<file path="config.mk">
export PLATFORM = sky130hd
export DESIGN_NAME = region_window_splitter
export DESIGN_NICKNAME = d
export VERILOG_FILES = /design/src/rtl/rws_pkg.sv /design/src/rtl/rws_msb_pick.sv /design/src/rtl/rws_lsb_pick.sv /design/src/rtl/rws_step_calc.sv /design/src/rtl/region_window_splitter.sv
export SDC_FILE = /design/constraint.sdc
export NUM_CORES = 1
export LEC_CHECK = 0
export BUFFER_PORTS_ARGS = -buffer_cell sky130_fd_sc_hd__buf_4
export CORE_UTILIZATION = 30
export DETAILED_ROUTE_END_ITERATION = 16
export HOLD_SLACK_MARGIN = 0.02
export PLACE_DENSITY = 0.46
export SYNTH_ARGS = -nofsm -noshare
export SYNTH_HDL_FRONTEND = slang
export SYNTH_SLANG_ARGS = --single-unit
</file>
<file path="constraint.sdc">
create_clock -name clk_i -period 7.1 [get_ports clk_i]
set_clock_uncertainty 0.1 [all_clocks]
set_input_delay 1.42 -clock clk_i [delete_from_list [all_inputs] [get_ports clk_i]]
set_output_delay 1.42 -clock clk_i [all_outputs]
set_load 0.03 [all_outputs]
</file>
<file path="src/rtl/rws_pkg.sv">
package rws_pkg;

  localparam int unsigned RWS_ADDR_W    = 40;
  localparam int unsigned RWS_WIN_CNT   = 8;
  localparam int unsigned RWS_MIN_SHIFT = 16;

  // how a region request ends in the current cycle
  typedef enum logic [1:0] {
    END_NONE  = 2'd0,
    END_OK    = 2'd1,
    END_SHORT = 2'd2,
    END_SKIP  = 2'd3
  } finish_e;

endpackage

</file>
<file path="src/rtl/rws_msb_pick.sv">
module rws_msb_pick #(
  parameter int unsigned W = 40
) (
  input  logic [W-1:0] val_i,
  output logic [W-1:0] top_o
);

  // above[i] is high when any bit at position i or higher is set
  logic [W:0] above;
  assign above[W] = 1'b0;

  for (genvar i = W - 1; i >= 0; i--) begin : g_scan
    assign above[i] = above[i+1] | val_i[i];
    assign top_o[i] = val_i[i] & ~above[i+1];
  end

endmodule

</file>
<file path="src/rtl/rws_lsb_pick.sv">
module rws_lsb_pick #(
  parameter int unsigned W = 40
) (
  input  logic [W-1:0] val_i,
  output logic [W-1:0] low_o
);

  assign low_o = val_i & (~val_i + {{(W-1){1'b0}}, 1'b1});

endmodule

</file>
<file path="src/rtl/rws_step_calc.sv">
module rws_step_calc #(
  parameter int unsigned W         = 40,
  parameter int unsigned MIN_SHIFT = 16
) (
  input  logic [W-1:0] rem_i,
  input  logic [W-1:0] phys_i,
  output logic [W-1:0] wsize_o,
  output logic [W-1:0] mask_o,
  output logic         big_o
);

  localparam logic [W-1:0] ONE      = {{(W-1){1'b0}}, 1'b1};
  localparam logic [W-1:0] LOW_BITS = (ONE << MIN_SHIFT) - ONE;

  logic [W-1:0] rem_top;
  logic [W-1:0] phys_low;
  logic [W-1:0] both;

  rws_msb_pick #(.W(W)) u_rem_top (
    .val_i (rem_i),
    .top_o (rem_top)
  );

  rws_lsb_pick #(.W(W)) u_phys_low (
    .val_i (phys_i),
    .low_o (phys_low)
  );

  assign both = rem_top | phys_low;

  rws_lsb_pick #(.W(W)) u_pick_min (
    .val_i (both),
    .low_o (wsize_o)
  );

  assign mask_o = ~(wsize_o - ONE) & ~LOW_BITS;
  assign big_o  = (wsize_o != '0) && ((wsize_o & LOW_BITS) == '0);

endmodule

</file>
<file path="src/rtl/region_window_splitter.sv">
module region_window_splitter
  import rws_pkg::*;
#(
  parameter int unsigned ADDR_W    = RWS_ADDR_W,
  parameter int unsigned WIN_CNT   = RWS_WIN_CNT,
  parameter int unsigned MIN_SHIFT = RWS_MIN_SHIFT,
  localparam int unsigned IDX_W    = $clog2(WIN_CNT) + 1
) (
  input  logic              clk_i,
  input  logic              rst_ni,
  input  logic              start_i,
  input  logic [ADDR_W-1:0] phys_i,
  input  logic [ADDR_W-1:0] bus_i,
  input  logic [ADDR_W-1:0] size_i,
  input  logic [IDX_W-1:0]  win_idx_i,
  output logic              busy_o,
  output logic              win_valid_o,
  output logic [IDX_W-1:0]  win_num_o,
  output logic [ADDR_W-1:0] win_match_o,
  output logic [ADDR_W-1:0] win_remap_o,
  output logic [ADDR_W-1:0] win_mask_o,
  output logic              done_o,
  output logic [IDX_W-1:0]  done_idx_o,
  output logic              err_o,
  output logic              fail_o
);

  localparam logic [IDX_W-1:0] IDX_INV  = '1;
  localparam logic [IDX_W-1:0] IDX_LIM  = IDX_W'(WIN_CNT);
  localparam logic [IDX_W-1:0] IDX_ONE  = IDX_W'(1);
  localparam logic [ADDR_W-1:0] EN_BIT  = {{(ADDR_W-1){1'b0}}, 1'b1};

  // working state
  logic              busy_q, busy_d;
  logic              fail_q, fail_d;
  logic [ADDR_W-1:0] phys_q, phys_d;
  logic [ADDR_W-1:0] bus_q,  bus_d;
  logic [ADDR_W-1:0] rem_q,  rem_d;
  logic [IDX_W-1:0]  idx_q,  idx_d;

  // output registers
  logic              wv_q, wv_d;
  logic [IDX_W-1:0]  wnum_q;
  logic [ADDR_W-1:0] wmatch_q, wremap_q, wmask_q;
  logic              done_q, done_d;
  logic [IDX_W-1:0]  didx_q, didx_d;
  logic              err_q, err_d;

  // step datapath
  logic [ADDR_W-1:0] wsize;
  logic [ADDR_W-1:0] wmask;
  logic              big_enough;
  logic              can_emit;

  logic    load_en, step_en, fin_en;
  finish_e fin;

  rws_step_calc #(
    .W         (ADDR_W),
    .MIN_SHIFT (MIN_SHIFT)
  ) u_step (
    .rem_i   (rem_q),
    .phys_i  (phys_q),
    .wsize_o (wsize),
    .mask_o  (wmask),
    .big_o   (big_enough)
  );

  assign can_emit = (rem_q != '0) && (idx_q < IDX_LIM) && big_enough;

  // control decode
  always_comb begin
    fin     = END_NONE;
    load_en = 1'b0;
    step_en = 1'b0;
    if (!busy_q) begin
      if (start_i) begin
        if (fail_q || (win_idx_i == IDX_INV)) fin = END_SKIP;
        else                                   load_en = 1'b1;
      end
    end else if (can_emit) begin
      step_en = 1'b1;
    end else if (rem_q != '0) begin
      fin = END_SHORT;
    end else begin
      fin = END_OK;
    end
  end

  assign fin_en = (fin != END_NONE);

  // next state
  always_comb begin
    busy_d = busy_q;
    if (load_en)                                   busy_d = 1'b1;
    else if ((fin == END_OK) || (fin == END_SHORT)) busy_d = 1'b0;

    fail_d = fail_q | (fin == END_SHORT);

    phys_d = phys_q;
    bus_d  = bus_q;
    rem_d  = rem_q;
    idx_d  = idx_q;
    if (load_en) begin
      phys_d = phys_i;
      bus_d  = bus_i;
      rem_d  = size_i;
      idx_d  = win_idx_i;
    end else if (step_en) begin
      phys_d = phys_q + wsize;
      bus_d  = bus_q + wsize;
      rem_d  = rem_q - wsize;
      idx_d  = idx_q + IDX_ONE;
    end

    wv_d   = step_en;
    done_d = fin_en;
    err_d  = (fin == END_SHORT) || (fin == END_SKIP);
    didx_d = (fin == END_OK) ? idx_q : IDX_INV;
  end

  // registers
  always_ff @(posedge clk_i or negedge rst_ni) begin
    if (!rst_ni) begin
      busy_q   <= 1'b0;
      fail_q   <= 1'b0;
      phys_q   <= '0;
      bus_q    <= '0;
      rem_q    <= '0;
      idx_q    <= '0;
      wv_q     <= 1'b0;
      wnum_q   <= '0;
      wmatch_q <= '0;
      wremap_q <= '0;
      wmask_q  <= '0;
      done_q   <= 1'b0;
      didx_q   <= '0;
      err_q    <= 1'b0;
    end else begin
      busy_q <= busy_d;
      fail_q <= fail_d;
      wv_q   <= wv_d;
      done_q <= done_d;
      err_q  <= err_d;
      if (load_en || step_en) begin
        phys_q <= phys_d;
        bus_q  <= bus_d;
        rem_q  <= rem_d;
        idx_q  <= idx_d;
      end
      if (step_en) begin
        wnum_q   <= idx_q;
        wmatch_q <= phys_q | EN_BIT;
        wremap_q <= bus_q;
        wmask_q  <= wmask;
      end
      if (fin_en) didx_q <= didx_d;
    end
  end

  assign busy_o      = busy_q;
  assign win_valid_o = wv_q;
  assign win_num_o   = wnum_q;
  assign win_match_o = wmatch_q;
  assign win_remap_o = wremap_q;
  assign win_mask_o  = wmask_q;
  assign done_o      = done_q;
  assign done_idx_o  = didx_q;
  assign err_o       = err_q;
  assign fail_o      = fail_q;

  // assertions
  AST_WIN_ALIGNED: assert property (@(posedge clk_i) disable iff (!rst_ni)
    win_valid_o |-> ((win_match_o[ADDR_W-1:1] & ~win_mask_o[ADDR_W-1:1]) == '0));

  AST_WIN_ADVANCE: assert property (@(posedge clk_i) disable iff (!rst_ni)
    (win_valid_o && $past(win_valid_o)) |->
      (({win_match_o[ADDR_W-1:1], 1'b0} ==
        {$past(win_match_o[ADDR_W-1:1]), 1'b0} + (~$past(win_mask_o) + EN_BIT)) &&
       (win_num_o == $past(win_num_o) + IDX_ONE)));

  AST_NUM_BOUND: assert property (@(posedge clk_i) disable iff (!rst_ni)
    win_valid_o |-> (win_num_o < IDX_LIM));

  AST_FAIL_STICKY: assert property (@(posedge clk_i) disable iff (!rst_ni)
    fail_o |=> fail_o);

  AST_ERR_MARKER: assert property (@(posedge clk_i) disable iff (!rst_ni)
    (done_o && err_o) |-> (done_idx_o == IDX_INV));

  AST_MATCH_EN: assert property (@(posedge clk_i) disable iff (!rst_ni)
    win_valid_o |-> win_match_o[0]);

  AST_DONE_APART: assert property (@(posedge clk_i) disable iff (!rst_ni)
    $onehot0({done_o, win_valid_o}));

endmodule

</file>
==> flow_summary.toml <==
[final_layout]
multi_input_area_um2 = 11400
area_growth_pct = 24.6
fin_nets = 2887
antenna_cells = 0
layout-drive-gt1-share = 0.191
seq_area_um2 = 6030
final_cells = 3489
fill_cells = 6341

[sta]
timing.hold.ws_ns = 0.368
fin_setup_tns_ns = 0
fin_crit_ns = 6.77
period_share = 0.953
relSlewSlack = 0.317
hold_viol_final = 0
finalWorstSetupSlack_ns = 0.332
setup_viol = 0
drv_slew = 0
max_freq_mhz = 148
rsz0062_at_grt = "yes"
worst_pin_slew_ns = 1.02

[logic_synthesis]
synth_ff_type = "dfrtp_1"
syn_area_um2 = 18400
synth-edff-count = 0
synth_compound_area_frac = 0.228
synthAdderAreaFrac = 0.0606
synth_top_area_frac = 0.328
synthTopCellsByCount = "nand2_1, dfrtp_1, nor2_1, o21ai_0, a21oi_1"
yosysSeqAreaShare = 0.328
synthSimpleGateAreaFrac = 0.258
synth_top_family_by_area = "simple AND/OR/NAND/NOR gates"
yosys.cell_types.count = 99
synth_xor_area_frac = 0.0642
synthArstFlopShare = 1.00
yosysMostFrequentCell = "nand2_1"
muxShareOfSynthArea = 0.00388
ys_seq_elements = 241
ys_warn_count = 0
yosys.area.top_type = "dfrtp_1"
syn_inst = 2387
synthTopCellsByArea = "dfrtp_1, nand2_1, xnor2_1"
avgSynthCellArea_um2 = 7.71

[clocking]
clk_latency_ns = 0.62
cts_tree = "done"
cts.sinks = 241
clkTransAtPathRegs_ns = 0.06
numCtsBuffers = 31
htreeDepth = 1
clk_path_buf_depth = 3
ctsHoldBuffers = 0
root_buffer = "clkbuf_16"

[die]
initial_core_util = 0.304
io_pins = 260
die_area_um2 = 62300
rows = 90
coreArea_um2 = 60500
die_y_um = 250
die_w_um = 250

[route]
first_pass_iters = 5
ant_nets = 0
drtIter0Drc = 1573
routedWlPerCell_um = 21.5
drc = 0
via_per_inst = 5.41
wirelength_mm = 75.2
via_count = 18900

[worst_setup_path]
r2r-end = "bus_q[36]$_DFFE_PN0P_"
cp_data_arrival_time_ns = 7.16
cp-start-kind = "register"
crit_family = "compound AO/OA/AOI/OAI gates"
cp_num_buf_inv = 1
crit_path_max_fanout = 7
slowest_delay_ns = 0.64
end_kind = "register"
r2r_slack_ns = 0.33
r2r_cells = 26
rr_startpoint = "rem_q[7]$_DFFE_PN0P_"
crit_required_ns = 7.49
cpMaxStageDelayCell = "or4_1"
path_class = "register to register"

[power]
leakage_nw = 10.2
power_density_nw_per_um2 = 317
switching_share = 0.437
power.share.clock = 0.233
vdd_drop_max_uv = 211
p_switching_mw = 3.17
p_int_mw = 4.09
pwr-share-seq = 0.325
p_comb_frac = 0.442

[placement]
dp_hpwl_mm = 58.1
pre_cts_ws_ns = 0.230
gp_congestion = 0.936
placed_cells = 3432
numPortBuffers = 243

[run]
drv_cap = 0

[global_routing]
grt_max_degree = 156
overflow = 0
grt_pass1_vias = 18700
antenna_found_initial = 1
track_usage = 0.236
grt_pass1_wl_mm = 114

[run_status]
status = "complete, no violations"

[min_path]
min_to = "win_mask_o[39]$_DFFE_PN0P_"
hold_class = "register to register"
whs_path_depth = 1
min-delay-start = "win_mask_o[39]$_DFFE_PN0P_"
sequential cells by signal (all words and copies together), names as in the netlist, 4 cells and up:
register,count
idx_q,4
win_remap_o,40
rem_q,40
win_num_o,4
phys_q,40
bus_q,40
win_match_o,40
win_mask_o,24
done_idx_o,4
metal layers:
metal	GRT usage	up-vias	routed length [um]
li1	-	9073	-
met5	0	-	0
met4	0.0732	0	2480
met3	0.0238	118	3520
met2	0.379	576	34300
met1	0.330	9092	34900
power by group through the flow:
stage | combinational, mW | clock [mW] | sequential (mW)
global route | 3.55 | 1.79 | 2.43
detailed placement | 3.15 | 0 | 2.37
floorplan | 2.26 | 0 | 2.08
CTS | 3.18 | 1.74 | 2.35
global placement | 3.16 | 0 | 2.37
finish | 3.21 | 1.69 | 2.36
repair_timing:
action	CTS	global route
setup endpoints to repair	0	15
gates resized for setup	0	11
setup buffers	0	0
cell usage in the layout (no fill, tap or decap), types with 75 or more instances in the layout:
| master | n |
|---|---|
| ha_1 | 75 |
| nor2_1 | 210 |
| buf_4 | 388 |
| inv_1 | 105 |
| xnor2_1 | 110 |
| nor3_1 | 79 |
| o21ai_0 | 183 |
| nand2_1 | 416 |
| a21oi_1 | 158 |
| dfrtp_1 | 241 |
through the flow:
| step | total power, mW | util | instance area [um^2] |
|---|---|---|---|
| final | 7.26 | 0.379 | 22900 |
| after global routing | 7.77 | 0.379 | 22900 |
| after CTS | 7.27 | 0.378 | 22900 |
| after detailed placement | 5.53 | 0.360 | 21800 |
| after global placement | 5.53 | 0.360 | 21800 |
| after floorplan | 4.34 | - | 18500 |
worst max path at each step:
stage	cells after the start	end	start	slack, ns
after global placement	25	bus_q[31]$_DFFE_PN0P_	rem_q[12]$_DFFE_PN0P_	0.21
after floorplan	27	bus_q[31]$_DFFE_PN0P_	rem_q[16]$_DFFE_PN0P_	0.81
after detailed placement	25	bus_q[31]$_DFFE_PN0P_	rem_q[12]$_DFFE_PN0P_	0.23
final	26	bus_q[36]$_DFFE_PN0P_	rem_q[7]$_DFFE_PN0P_	0.33
after global routing	28	bus_q[38]$_DFFE_PN0P_	rem_q[7]$_DFFE_PN0P_	-0.09
after CTS	28	bus_q[38]$_DFFE_PN0P_	rem_q[12]$_DFFE_PN0P_	0.18
worst register-to-register path: stages (launching register included):
cell,delay (ns)
dfrtp_1,0.44
or4_1,0.64
nor4_4,0.25
and3_1,0.29
nand2_1,0.15
a2bb2oi_1,0.18
or3_1,0.36
inv_1,0.10
ha_1,0.25
nor2b_1,0.15
o21ai_0,0.29
nand2b_1,0.15
o32a_1,0.33
nand3_1,0.10
a31oi_1,0.10
o211ai_1,0.26
a221oi_1,0.13
a21o_1,0.24
a22o_2,0.28
maj3_2,0.39
a31o_2,0.28
o311ai_2,0.26
a31o_2,0.24
o21ai_1,0.11
a221o_1,0.34
mux2i_1,0.16
nand3_1,0.08
logic make-up after synthesis:
| logic type | count (synthesis) |
|---|---|
| AOI/OAI and AO/OA | 656 |
| xor gates and xnor gates | 135 |
| adders and majority gates | 90 |
| buffers and inverters | 253 |
| DFF | 241 |
| muxes | 7 |
| other | 1 |
| and+or+nand+nor | 1004 |
cell type report:
class | instances | area share
multi-input cells | 1908 | 0.499
clock inverters | 17 | 0.00961
inverters | 109 | 0.0180
repair buffers | 392 | 0.130
flip-flops and latches | 241 | 0.263
well taps | 782 | 0.0427
clock buffers | 40 | 0.0375
Power figures use the tool's default switching activity.
